==> config.mk <==
export PLATFORM = sky130hd
export DESIGN_NAME = irq_cpu_if
export DESIGN_NICKNAME = d
export VERILOG_FILES = /design/src/rtl/irq_cpu_if_pkg.sv /design/src/rtl/irq_prio_stack.sv /design/src/rtl/irq_fwd_gate.sv /design/src/rtl/irq_cpu_if.sv
export SDC_FILE = /design/constraint.sdc
export NUM_CORES = 1
export LEC_CHECK = 0
export BUFFER_PORTS_ARGS = -buffer_cell sky130_fd_sc_hd__buf_4
export CAP_MARGIN = 0
export CORE_AREA = 5 5 119 121
export DETAILED_ROUTE_END_ITERATION = 8
export DIE_AREA = 0 0 124 126
export PLACE_DENSITY = 0.8
export SETUP_SLACK_MARGIN = 0.15
export SYNTH_ARGS = -nofsm -noshare
export SYNTH_HDL_FRONTEND = slang
export SYNTH_SLANG_ARGS = --single-unit
==> constraint.sdc <==
create_clock -name clk_i -period 5.7 [get_ports clk_i]
set_input_delay 0.855 -clock clk_i [delete_from_list [all_inputs] [get_ports clk_i]]
set_output_delay 0.855 -clock clk_i [all_outputs]
set_load 0.01 [all_outputs]
==> src/rtl/irq_cpu_if_pkg.sv <==
package irq_cpu_if_pkg;
  localparam int ADDR_W  = 12;
  localparam int DATA_W  = 32;
  localparam int ID_W    = 10;
  localparam int SRC_W   = 3;
  localparam int PRIO_W  = 8;
  localparam int CTRL_W  = 5;
  localparam int PMASK_W = 5;
  localparam int BP_W    = 3;
  localparam int SGI_LAST = 15;

  localparam logic [ADDR_W-1:0] OFS_CTRL  = 12'h100;
  localparam logic [ADDR_W-1:0] OFS_PMASK = 12'h104;
  localparam logic [ADDR_W-1:0] OFS_BP    = 12'h108;
  localparam logic [ADDR_W-1:0] OFS_ACK   = 12'h10C;
  localparam logic [ADDR_W-1:0] OFS_EOI   = 12'h110;
  localparam logic [ADDR_W-1:0] OFS_RUN   = 12'h114;
  localparam logic [ADDR_W-1:0] OFS_HPEND = 12'h118;
  localparam logic [ADDR_W-1:0] OFS_BPNS  = 12'h11C;
  localparam logic [ADDR_W-1:0] OFS_IDENT = 12'h120;

  localparam logic [ID_W-1:0] ID_NS_ONLY = 10'd1022;
  localparam logic [ID_W-1:0] ID_NONE    = 10'd1023;

  // control bit positions
  localparam int C_EN_S   = 0;
  localparam int C_EN_NS  = 1;
  localparam int C_ACKCTL = 2;
  localparam int C_FIQ    = 3;
  localparam int C_SHBP   = 4;

  typedef struct packed {
    logic [ID_W-1:0]   id;
    logic [SRC_W-1:0]  src;
    logic [PRIO_W-1:0] prio;
    logic              secure;
  } act_entry_t;

  localparam act_entry_t ACT_IDLE = '{id: ID_NONE, src: '0, prio: '1, secure: 1'b0};

  function automatic logic [PRIO_W-1:0] group_prio(input logic [PRIO_W-1:0] p,
                                                   input logic [BP_W-1:0] bp);
    logic [PRIO_W-1:0] low;
    low = (PRIO_W'(2) << bp) - PRIO_W'(1);
    return p & ~low;
  endfunction
endpackage

==> src/rtl/irq_prio_stack.sv <==
module irq_prio_stack
  import irq_cpu_if_pkg::*;
#(
  parameter int DEPTH = 4
) (
  input  logic       clk_i,
  input  logic       rst_ni,
  input  logic       push_i,
  input  logic       pop_i,
  input  act_entry_t push_entry_i,
  output act_entry_t top_o,
  output logic       empty_o,
  output logic       full_o
);
  localparam int CNT_W = $clog2(DEPTH + 1);
  localparam int IDX_W = $clog2(DEPTH);

  act_entry_t       ent_q [DEPTH];
  logic [CNT_W-1:0] cnt_q;
  logic [IDX_W-1:0] top_idx;

  assign empty_o = (cnt_q == '0);
  assign full_o  = (cnt_q == CNT_W'(DEPTH));
  assign top_idx = IDX_W'(cnt_q - CNT_W'(1));
  assign top_o   = empty_o ? ACT_IDLE : ent_q[top_idx];

  for (genvar i = 0; i < DEPTH; i++) begin : g_ent
    always_ff @(posedge clk_i or negedge rst_ni) begin
      if (!rst_ni)                              ent_q[i] <= ACT_IDLE;
      else if (push_i && cnt_q == CNT_W'(i))    ent_q[i] <= push_entry_i;
    end
  end

  always_ff @(posedge clk_i or negedge rst_ni) begin
    if (!rst_ni)                 cnt_q <= '0;
    else if (push_i && !full_o)  cnt_q <= cnt_q + CNT_W'(1);
    else if (pop_i && !empty_o)  cnt_q <= cnt_q - CNT_W'(1);
  end


  no_push_full_chk: assert property (@(posedge clk_i) disable iff (!rst_ni)
    push_i |-> !full_o);

  cnt_bound_chk: assert property (@(posedge clk_i) disable iff (!rst_ni)
    cnt_q <= CNT_W'(DEPTH));

  no_pop_empty_chk: assert property (@(posedge clk_i) disable iff (!rst_ni)
    pop_i |-> !empty_o);
endmodule

==> src/rtl/irq_fwd_gate.sv <==
module irq_fwd_gate
  import irq_cpu_if_pkg::*;
(
  input  logic              clk_i,
  input  logic              rst_ni,
  input  logic              pend_valid_i,
  input  logic [PRIO_W-1:0] pend_prio_i,
  input  logic              pend_secure_i,
  input  logic              en_s_i,
  input  logic              en_ns_i,
  input  logic              fiq_en_i,
  input  logic [PRIO_W-1:0] pmask_i,
  input  logic [BP_W-1:0]   bp_s_i,
  input  logic [BP_W-1:0]   bp_ns_i,
  input  logic              act_empty_i,
  input  logic              act_full_i,
  input  logic [PRIO_W-1:0] run_prio_i,
  output logic              eligible_o,
  output logic              irq_o,
  output logic              fiq_o
);
  logic [BP_W-1:0]   bp_sel;
  logic [PRIO_W-1:0] grp_pend, grp_run;
  logic              preempt, grp_en;

  always_comb begin
    bp_sel     = pend_secure_i ? bp_s_i : bp_ns_i;
    grp_pend   = group_prio(pend_prio_i, bp_sel);
    grp_run    = group_prio(run_prio_i, bp_sel);
    preempt    = act_empty_i || (grp_pend < grp_run);
    grp_en     = pend_secure_i ? en_s_i : en_ns_i;
    eligible_o = pend_valid_i && grp_en && (pend_prio_i < pmask_i) && preempt && !act_full_i;
    fiq_o      = eligible_o && pend_secure_i && fiq_en_i;
    irq_o      = eligible_o && !fiq_o;
  end


  fiq_secure_chk: assert property (@(posedge clk_i) disable iff (!rst_ni)
    fiq_o |-> (pend_secure_i && fiq_en_i));

  line_valid_chk: assert property (@(posedge clk_i) disable iff (!rst_ni)
    (irq_o || fiq_o) |-> pend_valid_i);
endmodule

==> src/rtl/irq_cpu_if.sv <==
module irq_cpu_if
  import irq_cpu_if_pkg::*;
#(
  parameter int          STACK_DEPTH = 4,
  parameter logic [31:0] IDENT_VALUE = 32'h3901043B
) (
  input  logic              clk_i,
  input  logic              rst_ni,
  input  logic              pend_valid_i,
  input  logic [ID_W-1:0]   pend_id_i,
  input  logic [SRC_W-1:0]  pend_src_i,
  input  logic [PRIO_W-1:0] pend_prio_i,
  input  logic              pend_secure_i,
  input  logic              bus_req_i,
  input  logic              bus_we_i,
  input  logic [ADDR_W-1:0] bus_addr_i,
  input  logic [DATA_W-1:0] bus_wdata_i,
  input  logic              bus_secure_i,
  output logic [DATA_W-1:0] bus_rdata_o,
  output logic              irq_o,
  output logic              fiq_o,
  output logic              ack_valid_o,
  output logic [ID_W-1:0]   ack_id_o,
  output logic              eoi_valid_o,
  output logic [ID_W-1:0]   eoi_id_o
);
  localparam int RUN_HI = 4;  // running priority reports the upper nibble
  localparam logic [BP_W-1:0] BP_MAX = '1;

  logic [CTRL_W-1:0]  ctrl_q;
  logic [PMASK_W-1:0] pmask_q;
  logic [BP_W-1:0]    bp_s_q, bp_ns_q, bp_s_inc, bp_ns_eff;

  logic rd, wr;
  logic eligible;
  logic act_empty, act_full, push, pop;
  act_entry_t top, push_entry;

  logic [ID_W-1:0]  resp_id;
  logic [SRC_W-1:0] resp_src;
  logic             resp_take;

  logic [ID_W-1:0]  eoi_id;
  logic [SRC_W-1:0] eoi_src;
  logic             eoi_match, eoi_perm;

  assign rd = bus_req_i && !bus_we_i;
  assign wr = bus_req_i && bus_we_i;

  assign bp_s_inc  = (bp_s_q == BP_MAX) ? BP_MAX : bp_s_q + BP_W'(1);
  assign bp_ns_eff = ctrl_q[C_SHBP] ? bp_s_inc : bp_ns_q;

  irq_prio_stack #(.DEPTH(STACK_DEPTH)) u_stack (
    .clk_i       (clk_i),
    .rst_ni      (rst_ni),
    .push_i      (push),
    .pop_i       (pop),
    .push_entry_i(push_entry),
    .top_o       (top),
    .empty_o     (act_empty),
    .full_o      (act_full)
  );

  irq_fwd_gate u_gate (
    .clk_i        (clk_i),
    .rst_ni       (rst_ni),
    .pend_valid_i (pend_valid_i),
    .pend_prio_i  (pend_prio_i),
    .pend_secure_i(pend_secure_i),
    .en_s_i       (ctrl_q[C_EN_S]),
    .en_ns_i      (ctrl_q[C_EN_NS]),
    .fiq_en_i     (ctrl_q[C_FIQ]),
    .pmask_i      ({pmask_q, {(PRIO_W-PMASK_W){1'b0}}}),
    .bp_s_i       (bp_s_q),
    .bp_ns_i      (bp_ns_eff),
    .act_empty_i  (act_empty),
    .act_full_i   (act_full),
    .run_prio_i   (top.prio),
    .eligible_o   (eligible),
    .irq_o        (irq_o),
    .fiq_o        (fiq_o)
  );

  // acknowledge / highest-pending response
  always_comb begin
    resp_id   = ID_NONE;
    resp_src  = '0;
    resp_take = 1'b0;
    if (eligible) begin
      if (pend_secure_i && !bus_secure_i) begin
        resp_id = ID_NONE;
      end else if (!pend_secure_i && bus_secure_i && !ctrl_q[C_ACKCTL]) begin
        resp_id = ID_NS_ONLY;
      end else begin
        resp_id   = pend_id_i;
        resp_src  = (pend_id_i <= ID_W'(SGI_LAST)) ? pend_src_i : '0;
        resp_take = 1'b1;
      end
    end
  end

  assign push = rd && (bus_addr_i == OFS_ACK) && resp_take;
  assign push_entry = '{id: pend_id_i, src: resp_src, prio: pend_prio_i, secure: pend_secure_i};

  // completion
  assign eoi_id  = bus_wdata_i[ID_W-1:0];
  assign eoi_src = bus_wdata_i[ID_W+SRC_W-1:ID_W];
  always_comb begin
    eoi_match = !act_empty && (top.id == eoi_id) &&
                ((top.id > ID_W'(SGI_LAST)) || (top.src == eoi_src));
    if (top.secure)         eoi_perm = bus_secure_i;
    else if (bus_secure_i)  eoi_perm = ctrl_q[C_ACKCTL];
    else                    eoi_perm = 1'b1;
  end
  assign pop = wr && (bus_addr_i == OFS_EOI) && eoi_match && eoi_perm;

  // register writes
  always_ff @(posedge clk_i or negedge rst_ni) begin
    if (!rst_ni) begin
      ctrl_q  <= '0;
      pmask_q <= '0;
      bp_s_q  <= '0;
      bp_ns_q <= '0;
    end else if (wr) begin
      unique case (bus_addr_i)
        OFS_CTRL: begin
          if (bus_secure_i) ctrl_q <= bus_wdata_i[CTRL_W-1:0];
          else              ctrl_q[C_EN_NS] <= bus_wdata_i[C_EN_NS];
        end
        OFS_PMASK: pmask_q <= bus_wdata_i[PRIO_W-1:PRIO_W-PMASK_W];
        OFS_BP: begin
          if (bus_secure_i)             bp_s_q  <= bus_wdata_i[BP_W-1:0];
          else if (!ctrl_q[C_SHBP])     bp_ns_q <= bus_wdata_i[BP_W-1:0];
        end
        OFS_BPNS: if (bus_secure_i) bp_ns_q <= bus_wdata_i[BP_W-1:0];
        default: ;
      endcase
    end
  end

  // handshake pulses toward the distributor
  always_ff @(posedge clk_i or negedge rst_ni) begin
    if (!rst_ni) begin
      ack_valid_o <= 1'b0;
      ack_id_o    <= '0;
      eoi_valid_o <= 1'b0;
      eoi_id_o    <= '0;
    end else begin
      ack_valid_o <= push;
      eoi_valid_o <= pop;
      if (push) ack_id_o <= pend_id_i;
      if (pop)  eoi_id_o <= top.id;
    end
  end

  // read mux
  always_comb begin
    bus_rdata_o = '0;
    if (rd) begin
      unique case (bus_addr_i)
        OFS_CTRL: begin
          if (bus_secure_i) bus_rdata_o[CTRL_W-1:0] = ctrl_q;
          else              bus_rdata_o[C_EN_NS]    = ctrl_q[C_EN_NS];
        end
        OFS_PMASK: bus_rdata_o[PRIO_W-1:PRIO_W-PMASK_W] = pmask_q;
        OFS_BP: begin
          if (bus_secure_i) bus_rdata_o[BP_W-1:0] = bp_s_q;
          else              bus_rdata_o[BP_W-1:0] = bp_ns_eff;
        end
        OFS_ACK, OFS_HPEND: bus_rdata_o[ID_W+SRC_W-1:0] = {resp_src, resp_id};
        OFS_RUN:  bus_rdata_o[PRIO_W-1:RUN_HI] = top.prio[PRIO_W-1:RUN_HI];
        OFS_BPNS: if (bus_secure_i) bus_rdata_o[BP_W-1:0] = bp_ns_q;
        OFS_IDENT: bus_rdata_o = IDENT_VALUE;
        default: ;
      endcase
    end
  end


  ack_from_read_chk: assert property (@(posedge clk_i) disable iff (!rst_ni)
    ack_valid_o |-> $past(rd && bus_addr_i == OFS_ACK));

  ack_pushes_chk: assert property (@(posedge clk_i) disable iff (!rst_ni)
    ack_valid_o |-> !act_empty);

  eoi_from_write_chk: assert property (@(posedge clk_i) disable iff (!rst_ni)
    eoi_valid_o |-> $past(wr && bus_addr_i == OFS_EOI));

  ctrl_ns_guard_chk: assert property (@(posedge clk_i) disable iff (!rst_ni)
    (wr && !bus_secure_i && bus_addr_i == OFS_CTRL) |=>
      (ctrl_q[C_EN_S] == $past(ctrl_q[C_EN_S]) &&
       ctrl_q[CTRL_W-1:C_ACKCTL] == $past(ctrl_q[CTRL_W-1:C_ACKCTL])));

  hpend_no_push_chk: assert property (@(posedge clk_i) disable iff (!rst_ni)
    (rd && bus_addr_i == OFS_HPEND) |-> !push);
endmodule

# ---- Word-level counts from Yosys, hierarchy flattened
# Index checks and enable logic that the tools add are counted.
dict set report word_totals {
  regBits 129
  inputBits 72
  out_inout_bits 56
}
dict set report classes {
  bitwise 4
  add_sub_neg 4
  magnitude_cmp 5
  n_shift 1
  muxes 37
  reduce_logical 43
  n_eq_ne 19
}
# cell n
set ops {}
lappend ops {{$eq A12 B9 Y1 const B} 9}
lappend ops {{$mux W22} 3}
lappend ops {{$mux W3} 15}
lappend ops {{$bmux W22 S2} 1}
lappend ops {{$mux W10} 3}
lappend ops {{$mux W30} 1}
lappend ops {{$logic_and A1 B1 Y1} 25}
lappend ops {{$mux W17} 1}
lappend ops {{$and A8 B8 Y8} 2}
lappend ops {{$lt A8 B8 Y1} 2}
lappend ops {{$pmux W3 S5} 1}
lappend ops {{$pmux W3 S4} 1}
lappend ops {{$eq A10 B10 Y1} 1}
lappend ops {{$gt A10 B4 Y1 const B} 1}
lappend ops {{$le A10 B4 Y1 const B} 1}
lappend ops {{$pmux W5 S2} 1}
lappend ops {{$not A8 Y8} 1}
lappend ops {{$shl A2 B3 Y8 const A} 1}
lappend ops {{$sub A8 B2 Y8 const B} 1}
lappend ops {{$logic_not A1 Y1} 7}
lappend ops {{$mux W1} 7}
lappend ops {{$add A3 B1 Y3 const B} 2}
lappend ops {{$eq A3 B2 Y1 const B} 2}
lappend ops {{$eq A3 B3 Y1 const B} 2}
lappend ops {{other kinds (16)} 22}

# ---- Depth between registers and ports, before layout
# Gate-level depths: netlist of run 1.
dict set report depth {
  depth_word 16
  depth_mapped 19
  ltp_nobuf 18
}

# ---- Modules after synthesis
# From an unflattened synthesis of run 1, not the netlist that was laid out.
dict set report unflattened {
  cells_unflattened 605
  hier_area_um2 7467.2
}
# mod seq_area_each_um2 cells_per_inst n_inst area_each_um2
set modules_own_cells {}
lappend modules_own_cells {irq_prio_stack 2367.3 279 1 4404.2}
lappend modules_own_cells {irq_cpu_if 950.9 244 1 2454.9}
lappend modules_own_cells {irq_fwd_gate 0.0 82 1 608.1}

# ---- Worst setup path after synthesis of run 1
# OpenSTA, ideal clock, no wires.
dict set report synth_path {
  path_kind {input to output}
  start {input pend_secure_i}
  end {output bus_rdata_o[4]}
  arrival_time_ps 4339
  required_time_ps 4845
  cell_stages 18
  setup_slack_ps 506
  cell_sequence {buf_2 > inv_1 > a21o_1 > a221oi_2 > nand2_1 > ha_1 > nor4_1 > a21oi_1 > and2_1 > ha_1 > nand2_1 > nor3_1 > nand3_1 > a31oi_1 > or3_1 > clkbuf_1 > o21ai_0 > a311oi_1}
}
dict set report synth_via {
  elab_chain_cells 12
}
# element line_no
set synth_rtl {}
lappend synth_rtl {{start, declared} irq_cpu_if.sv:13} ;# input logic pend_secure_i,
lappend synth_rtl {{$mux W3} irq_fwd_gate.sv:27} ;# bp_sel = pend_secure_i ? bp_s_i : bp_ns_i;
lappend synth_rtl {{$shl A2 B3 Y8} irq_cpu_if_pkg.sv:44} ;# low = (PRIO_W'(2) << bp) - PRIO_W'(1);
lappend synth_rtl {{$sub A8 B2 Y8} irq_cpu_if_pkg.sv:44}
lappend synth_rtl {{$not A8 Y8} irq_cpu_if_pkg.sv:45} ;# return p & ~low;
lappend synth_rtl {{$and A8 B8 Y8} irq_cpu_if_pkg.sv:45}
lappend synth_rtl {{$lt A8 B8 Y1} irq_fwd_gate.sv:30} ;# preempt = act_empty_i || (grp_pend < grp_run);
lappend synth_rtl {{$logic_or A1 B1 Y1} irq_fwd_gate.sv:30}
lappend synth_rtl {{$logic_and A1 B1 Y1 (2 in a row)} irq_fwd_gate.sv:32} ;# eligible_o = pend_valid_i && grp_en && (pend_prio_i < pmask_i) && preempt && !act_full_i;
lappend synth_rtl {{$mux W10 *} irq_cpu_if.sv:89} ;# if (eligible) begin
lappend synth_rtl {{$pmux W1 S5 *} irq_cpu_if.sv:160} ;# unique case (bus_addr_i)
lappend synth_rtl {{$mux W30 *} irq_cpu_if.sv:159} ;# if (rd) begin
lappend synth_rtl {{end, declared} irq_cpu_if.sv:19} ;# output logic [DATA_W-1:0] bus_rdata_o,
# Every way passes the cells marked *; elsewhere a longest branch is shown, timed or not.

# ---- Worst setup path in the final report of run 1
dict set report layout_path {
  start {register bp_s_q[0]}
  end {output bus_rdata_o[8]}
}
dict set report layout_via {
  elab_chain_cells 15
}
# element line_no
set layout_rtl {}
lappend layout_rtl {{start, declared} irq_cpu_if.sv:32} ;# logic [BP_W-1:0] bp_s_q, bp_ns_q, bp_s_inc, bp_ns_eff;
lappend layout_rtl {{start signal, assigned} irq_cpu_if.sv:132} ;# if (bus_secure_i) bp_s_q <= bus_wdata_i[BP_W-1:0];
lappend layout_rtl {{$add A3 B1 Y3 / $eq A3 B3 Y1 (equally long branches)} irq_cpu_if.sv:50} ;# assign bp_s_inc = (bp_s_q == BP_MAX) ? BP_MAX : bp_s_q + BP_W'(1);
lappend layout_rtl {{$mux W3} irq_cpu_if.sv:50}
lappend layout_rtl {{$mux W3} irq_cpu_if.sv:51} ;# assign bp_ns_eff = ctrl_q[C_SHBP] ? bp_s_inc : bp_ns_q;
lappend layout_rtl {{$mux W3 *} irq_fwd_gate.sv:27}
lappend layout_rtl {{$shl A2 B3 Y8 *} irq_cpu_if_pkg.sv:44}
lappend layout_rtl {{$sub A8 B2 Y8 *} irq_cpu_if_pkg.sv:44}
lappend layout_rtl {{$not A8 Y8 *} irq_cpu_if_pkg.sv:45}
lappend layout_rtl {{$and A8 B8 Y8} irq_cpu_if_pkg.sv:45}
lappend layout_rtl {{$lt A8 B8 Y1 *} irq_fwd_gate.sv:30}
lappend layout_rtl {{$logic_or A1 B1 Y1 *} irq_fwd_gate.sv:30}
lappend layout_rtl {{$logic_and A1 B1 Y1 * (2 in a row)} irq_fwd_gate.sv:32}
lappend layout_rtl {{$mux W10 *} irq_cpu_if.sv:89}
lappend layout_rtl {{$pmux W5 S2 *} irq_cpu_if.sv:160}
lappend layout_rtl {{$mux W30 *} irq_cpu_if.sv:159}
# Marks and branches as above.

==> summary.txt, run 1 <==
Outcome
  – Outcome: finished, final reports clean

STA
  – Final hold violation count: 0
  – Worst slew pin tran: 1100 ps
  – Pins Over Slew Limit: 0
  – Fmax: 0.188 GHz
  – Worst clock skew on the final layout: 6.41 ps
  – Aggregate negative setup slack: 0 ps
  – Period minus WS final: 5330 ps
  – Final cycle utilization of the critical path: 93.5%
  – Setup Viol. Count Final: 0
  – Setup repair after global routing missed its margin: no
  – Worst slew margin relative to its limit: 25.9%

Setup path
  – Type of the setup path with the least slack: register to primary output
  – Worst Setup End Kind: primary output
  – Setup crit start kind: register
  – Arrival time at the worst endpoint: 4470 ps
  – Worst EP required: 4850 ps
  – Largest driver fanout on the critical path: 8

Global route
  – Number of antenna violations at the first check in global routing: 0
  – Largest net degree at the start of global routing: 67
  – Vias in the first global route: 5544
  – Remaining global-route overflow: 0
  – All-layer global routing usage: 25.8%
  – First-pass GRT wire length: 30500 um

Clocking
  – Number of clock sinks: 125
  – Number of H-tree levels: 4
  – Clock transition time at the flip-flop clock pins of the worst setup and hold paths: 50 ps
  – Total clock buffers created by CTS: 17
  – Max Root-Sink Buffers: 2
  – Clock latency on the worst-skew pair: 420 ps
  – Clock root cell: sky130_fd_sc_hd__clkbuf_16
  – CTS tree: built

Synthesis
  – Arithmetic-cell share of the synthesized area counting full adders, half adders and majority gates: 3.14%
  – Post-synthesis mux area share: 26.2%
  – Unique masters post-synth: 61
  – Synth Area in XOR/XNOR: 1.34%
  – Most used flip-flop cell after synthesis: sky130_fd_sc_hd__dfstp_2
  – Mean Syn Cell Area: 11.8 um2
  – Synthesized-area fraction occupied by and/or/nand/nor cells: 11.5%
  – Instance count of the mapped netlist: 610
  – Proportion of synthesized flip-flops having asynchronous set or reset: 100%
  – Number of synthesis warnings: 0
  – Cell area after synthesis: 7180 um2
  – Share of synthesized area occupied by flip-flops and latches: 44.8%
  – Compound-cell area share of the yosys netlist: 7.63%
  – Number of synthesized register bits: 125
  – Count of flip-flops with a built-in enable after synthesis: 0
  – Dominant combinational cell family by area after synthesis: multiplexers

Hold path
  – Classification of the worst-slack hold path: register to register

Final layout
  – Area growth from synthesis to layout: 21.7%
  – Util after Layout: 67.3%
  – Multi-input combinational cell area: 3720 um2
  – Sequential cell area: 3220 um2
  – Proportion of layout cells with a drive suffix above 1: 49.2%
  – Total of fill cells in the finished design: 951
  – Antenna cell count: 0
  – Final Instance Area: 8740 um2
  – Final nets: 806

Run
  – Max capacitance violation total: 0

Detailed routing
  – Overall routed net length: 19500 um
  – Met2 WL post-DR: 9350 um
  – Post-detailed-route count of antenna-violating nets: 0
  – Violation count after the first detailed-routing iteration: 391
  – Wire length per cell: 21.5 um
  – Per-cell via count in the routed design: 6.09
  – Post-route DRC violation count: 0
  – Number of vias in the routed layout: 5513
  – Detailed Routing Iterations Pass 1: 5
  – Detailed-routing wirelength on met1: 8210 um
  – Met3 wire length: 1370 um
  – Uppermost signal routing layer after detailed routing: met4

Power and ir drop
  – Pwr per Cell Area: 237 nW/um2
  – Leakage power: 4.02 nW
  – Total power: 2.07 mW
  – Highest ir drop seen on vdd: 0.000177 V

Die
  – Die boundary width: 124 um
  – Die footprint: 15600 um2
  – Vertical die dimension: 126 um
  – Initial cell density of the core: 55.3%
  – Area of the core region: 13000 um2
  – Row cnt: 42
  – I/O pins: 128

Placement
  – Post-place instance area: 8040 um2
  – Weighted congestion reported at the end of routability-driven placement: 0.932
  – HPWL Detailed: 13800 um
  – IO buf count: 93
## metal layers
metal	up-vias	GRT usage (%)
met3	53	6.41
met2	233	40.8
met4	0	10.1
met1	2781	34.2
met5	-	0
li1	2446	-
## worst paths after layout
check,start,to,slack (ps),cells past startpoint
max reg2reg,bp_s_q[0],u_stack.ent_q[66],950,21
min reg2reg,u_stack.ent_q[44],u_stack.ent_q[44],500,1
min in group asynchronous,rst_ni,bp_ns_q[1],520,1
max in group asynchronous,rst_ni,ack_id_o[2],3900,2
min,u_stack.ent_q[44],u_stack.ent_q[44],500,1
max,bp_s_q[0],bus_rdata_o[8],370,19
## critical path, stage by stage (launching register included)
cell and delay, ps:
sky130_fd_sc_hd__dfrtp_2 410, sky130_fd_sc_hd__ha_1 240, sky130_fd_sc_hd__nand2b_1 180, sky130_fd_sc_hd__a21o_1 210, sky130_fd_sc_hd__a221oi_4 320, sky130_fd_sc_hd__nand2_2 110, sky130_fd_sc_hd__ha_4 200, sky130_fd_sc_hd__nor3_1 190
sky130_fd_sc_hd__a21o_1 100, sky130_fd_sc_hd__a21oi_1 70, sky130_fd_sc_hd__and2_1 180, sky130_fd_sc_hd__ha_1 300, sky130_fd_sc_hd__a21oi_1 140, sky130_fd_sc_hd__o21ai_0 120, sky130_fd_sc_hd__a221oi_2 270, sky130_fd_sc_hd__nand2_1 100
sky130_fd_sc_hd__or3_4 450, sky130_fd_sc_hd__buf_4 170, sky130_fd_sc_hd__o21a_1 160, sky130_fd_sc_hd__buf_4 140
## synthesized netlist by cell type, drive strengths merged, types with 6 or more instances
library cell,n,area (um2)
mux2,103,1160
nor3,18,90.1
dfrtp,57,1430
or3,7,48.8
ha,18,225
inv,30,113
nand2,35,131
o21ai,19,95.1
nor2,24,90.1
mux2i,21,210
buf,33,229
a21oi,19,95.1
nor4,10,83.8
mux4,21,510
and2,8,50.1
clkbuf,12,45.0
dfstp,68,1790
xnor2,6,52.6
nand3,15,75.1
or2,9,56.3
## placed cells by master, fill, tap and decap left out, types with 12 or more instances in the layout
| cell type | synthesis | routed |
|---|---|---|
| sky130_fd_sc_hd__a21oi_1 | 19 | 17 |
| sky130_fd_sc_hd__buf_4 | 18 | 119 |
| sky130_fd_sc_hd__clkbuf_16 | 0 | 17 |
| sky130_fd_sc_hd__conb_1 | 1 | 14 |
| sky130_fd_sc_hd__dfrtp_1 | 57 | 55 |
| sky130_fd_sc_hd__dfstp_2 | 68 | 68 |
| sky130_fd_sc_hd__ha_1 | 18 | 17 |
| sky130_fd_sc_hd__inv_1 | 30 | 30 |
| sky130_fd_sc_hd__mux2_2 | 102 | 102 |
| sky130_fd_sc_hd__mux2i_1 | 21 | 21 |
| sky130_fd_sc_hd__nand2_1 | 35 | 33 |
| sky130_fd_sc_hd__nand3_1 | 15 | 15 |
| sky130_fd_sc_hd__nor2_1 | 24 | 24 |
| sky130_fd_sc_hd__nor3_1 | 18 | 16 |
| sky130_fd_sc_hd__o21ai_0 | 19 | 12 |
## sequential cells by signal, summed over array words and instances, names as in the netlist
name           count
u_stack.ent_q     84
ack_id_o          10
eoi_id_o          10
ctrl_q             5
pmask_q            5
bp_ns_q            3
bp_s_q             3
u_stack.cnt_q      3
ack_valid_o        1
eoi_valid_o        1
## cell families (layout without fill, tap and decap cells)
logic type | after synthesis | in the layout
muxes | 145 | 145
buffers and inverters | 75 | 181
AOI/OAI and AO/OA | 81 | 81
xor gates and xnor gates | 11 | 11
other | 1 | 14
and+or+nand+nor | 154 | 154
adders and majority gates | 18 | 18
DFF | 125 | 125
## cell type report
cell class / count / area share [%]
well taps: 176 / 2.52
inverters: 30 / 1.29
repair buffers: 119 / 10.2
multi-input cells: 423 / 42.5
clock inverters: 10 / 1.30
clock buffers: 22 / 5.31
flip-flops and latches: 125 / 36.8
## per-stage QoR
step,hold WS [ps],worst slack [ps],cells
after floorplan,459,506,623
after CTS,506,178,901
after global placement,469,144,869
after detailed placement,494,97.7,869
final,505,373,905
after global routing,527,108,905
## power by group
part	switching, mW	internal [mW]
registers	0.000227	0.891
clock network	0.392	0.665
logic	0.0774	0.0461
## what timing repair did
item | in CTS | in global routing
setup endpoints to repair | 12 | 13
hold buffers | 0 | 0
setup buffers | 0 | 4
resized for setup | 8 | 18
pin swaps | 1 | 5
hold endpoints to repair | 0 | 0
Power figures use the tool's default switching activity.
==> inputs of run 2 (changes only) <==
--- a/config.mk
+++ b/config.mk
@@ -7,9 +7,9 @@
 export LEC_CHECK = 0
 export BUFFER_PORTS_ARGS = -buffer_cell sky130_fd_sc_hd__buf_4
 export CAP_MARGIN = 0
-export CORE_AREA = 5 5 119 121
+export CORE_AREA = 5 5 132 109
 export DETAILED_ROUTE_END_ITERATION = 8
-export DIE_AREA = 0 0 124 126
+export DIE_AREA = 0 0 137 114
 export PLACE_DENSITY = 0.8
 export SETUP_SLACK_MARGIN = 0.15
 export SYNTH_ARGS = -nofsm -noshare
==> summary.txt, run 2 (synthesized netlist as in run 1, its figures left out) <==
Setup path
  – Critical Path Most Common Cell: sky130_fd_sc_hd__buf_4
  – Setup crit start kind: primary input
  – Worst r2r path cells: 20 (-4.8%)
  – Slack of the worst reg-to-reg path: 1000 ps (+50 ps)
  – Worst EP required: 4850 ps (about the same)
  – Worst Setup EP: bus_rdata_o[8]
  – Launching element of the worst setup path: pend_secure_i
  – Worst Setup End Kind: primary output
  – Largest driver fanout on the critical path: 11 (+3)
  – Reg-to-reg endpoint: u_stack.ent_q[44]
  – Critical Path Max Stage Delay: 410 ps (-40 ps)
  – Type of the setup path with the least slack: primary input to primary output
  – Critical register-to-register path startpoint: bp_s_q[1]
  – Slowest-stage cell, CP: sky130_fd_sc_hd__or3_4
  – Arrival time at the worst endpoint: 4540 ps (+70 ps)
  – List of cells traversed by the critical path: buf_4 -> or3_4 -> a221oi_2 -> nand2_1 -> ha_4 -> nor3_2 -> a21o_1 -> a21oi_2 -> and2_1 -> ha_1 -> a21oi_2 -> o21ai_1 -> a221oi_2 -> nand2_1 -> or3_4 -> buf_4 -> buf_4 -> o21a_1 -> buf_4

Global route
  – First-pass GRT wire length: 29600 um (-2.8%)
  – Number of antenna violations at the first check in global routing: 0 (unchanged)
  – Remaining global-route overflow: 0 (unchanged)
  – All-layer global routing usage: 25.0% (-0.76 points)
  – Largest net degree at the start of global routing: 73 (+9.0%)
  – Vias in the first global route: 5497 (-0.85%)

Clocking
  – Clock transition time at the flip-flop clock pins of the worst setup and hold paths: 50 ps (about the same)
  – Clock root cell: sky130_fd_sc_hd__clkbuf_16
  – CTS tree: built
  – Cts-stage hold buffer count: 0 (unchanged)
  – Clock latency on the worst-skew pair: 420 ps (about the same)
  – Number of H-tree levels: 4 (unchanged)
  – Total clock buffers created by CTS: 17 (unchanged)
  – Max Root-Sink Buffers: 2 (unchanged)
  – Number of clock sinks: 125 (unchanged)

Power and ir drop
  – Pwr per Cell Area: 243 nW/um2 (+2.5%)
  – Leakage power: 4.03 nW (+0.19%)
  – Highest ir drop seen on vdd: 0.000235 V (+33%)

STA
  – Setup repair after global routing missed its margin: no
  – Worst clock skew on the final layout: 9.04 ps (+2.63 ps)
  – Setup Viol. Count Final: 0 (unchanged)
  – Post-route worst hold slack: 508 ps (+3.70 ps)
  – Period minus WS final: 5400 ps (+71.8 ps)
  – Pins Over Slew Limit: 0 (unchanged)
  – Worst slew pin tran: 1270 ps (+168 ps)
  – Worst slew margin relative to its limit: 14.6% (-11 points)
  – Final cycle utilization of the critical path: 94.7% (+1.3 points)
  – Final hold violation count: 0 (unchanged)
  – Aggregate negative setup slack: 0 ps (unchanged)
  – Fmax: 0.185 GHz (-1.3%)

Die
  – Vertical die dimension: 114 um (-9.5%)
  – Die boundary width: 137 um (+10%)
  – I/O pins: 128 (unchanged)
  – Initial cell density of the core: 54.9% (-0.40 points)
  – Row cnt: 38 (-9.5%)
  – Area of the core region: 13100 um2 (+0.73%)
  – Die footprint: 15600 um2 (about the same)

Detailed routing
  – Wire length per cell: 21.0 um (-2.4%)
  – Violation count after the first detailed-routing iteration: 406 (+3.8%)
  – Per-cell via count in the routed design: 5.99 (-1.6%)
  – Overall routed net length: 19100 um (-1.8%)
  – Post-detailed-route count of antenna-violating nets: 0 (unchanged)
  – Detailed Routing Iterations Pass 1: 6 (+1)
  – Post-route DRC violation count: 0 (unchanged)
  – Number of vias in the routed layout: 5453 (-1.1%)

Final layout
  – Antenna cell count: 0 (unchanged)
  – Final nets: 807 (+0.12%)
  – Commonest cells after routing, fill and taps aside: sky130_fd_sc_hd__buf_4, sky130_fd_sc_hd__mux2_2, sky130_fd_sc_hd__dfstp_2
  – Largest registers: u_stack.ent_q: 84 flops, ack_id_o: 10 flops, eoi_id_o: 10 flops
  – Max FFs per register: 84 (unchanged)
  – Register with the highest flop count: u_stack.ent_q
  – Area growth from synthesis to layout: 22.5%
  – Proportion of layout cells with a drive suffix above 1: 50.0% (+0.75 points)
  – Most common cell after layout, fill and taps aside: sky130_fd_sc_hd__buf_4

Hold path
  – Startpoint of the lowest-slack hold path: u_stack.ent_q[0]
  – Classification of the worst-slack hold path: register to register

Run
  – Max capacitance violation total: 0 (unchanged)

Placement
  – IO buf count: 93 (unchanged)
  – HPWL Detailed: 14000 um (+1.2%)
  – Weighted congestion reported at the end of routability-driven placement: 0.896 (-3.9%)

Outcome
  – Outcome: finished, final reports clean
## run 2: changes by cell type in the layout (fill, tap and decap cells not counted), sizes merged
cell      before  now
bufinv         2    3
clkbuf        22   19
clkinv         6    3
buf          119  120
inv           31   32
clkinvlp       1    5
## run 2: cell type report
cell class,instances,area (um2)
well taps,180,225
clock buffers,19,453
flip-flops and latches,125,3220
clock inverters,13,164
inverters,30,113
multi-input cells,423,3720
repair buffers,120,901
fillers,970,4280
## run 2: timing repair
action,CTS,global route
gates resized for setup,6,19
setup buffers,2,1
endpoints found under the setup margin,11,13
pin swaps,2,8
## run 2: per-stage QoR
stage / cells / setup slack, ps / area, um2 / total power [mW] / utilization (%)
5_1_grt: 910 / 156 / 8800 / 2.20 / 67.3
2_1_floorplan: 623 / 506 / 7230 / 0.954 / -
4_1_cts: 909 / 151 / 8710 / 2.14 / 66.7
3_5_place_dp: 875 / 118 / 8060 / 1.02 / 61.6
6_report: 910 / 301 / 8800 / 2.14 / 67.3
3_3_place_gp: 875 / 179 / 8060 / 1.02 / 61.6
## run 2: worst max-delay path: cells and delay by family
| family | cells | cell delay (ps) |
|---|---|---|
| AOI/OAI and AO/OA | 7 | 1120 |
| adders and majority gates | 2 | 520 |
| buffers and inverters | 4 | 600 |
| and+or+nand+nor | 6 | 1450 |
## run 2: metal layers
layer	GRT usage (%)	part of all wire (%)
met1	36.0	44
met2	37.8	46
met3	6.48	8.5
met4	6.91	1.6
met5	0	0
## run 2: power breakdown
group | leakage (nW) | switching (mW) | internal, mW | total (mW)
combinational | 2.36 | 0.0766 | 0.0463 | 0.123
sequential | 1.38 | 0.000248 | 0.890 | 0.891
clock | 0.288 | 0.413 | 0.712 | 1.12
total | 4.03 | 0.490 | 1.65 | 2.14
## run 2: how the worst min path moves through the flow
| stage | endpoint | slack, ps | cells past startpoint |
|---|---|---|---|
| after detailed placement | u_stack.ent_q[66] | 490 | 1 |
| after global placement | u_stack.ent_q[22] | 470 | 1 |
| final | u_stack.ent_q[0] | 510 | 1 |
| after floorplan | u_stack.ent_q[22] | 460 | 1 |
| after global routing | u_stack.ent_q[44] | 530 | 1 |
| after CTS | u_stack.ent_q[66] | 500 | 1 |
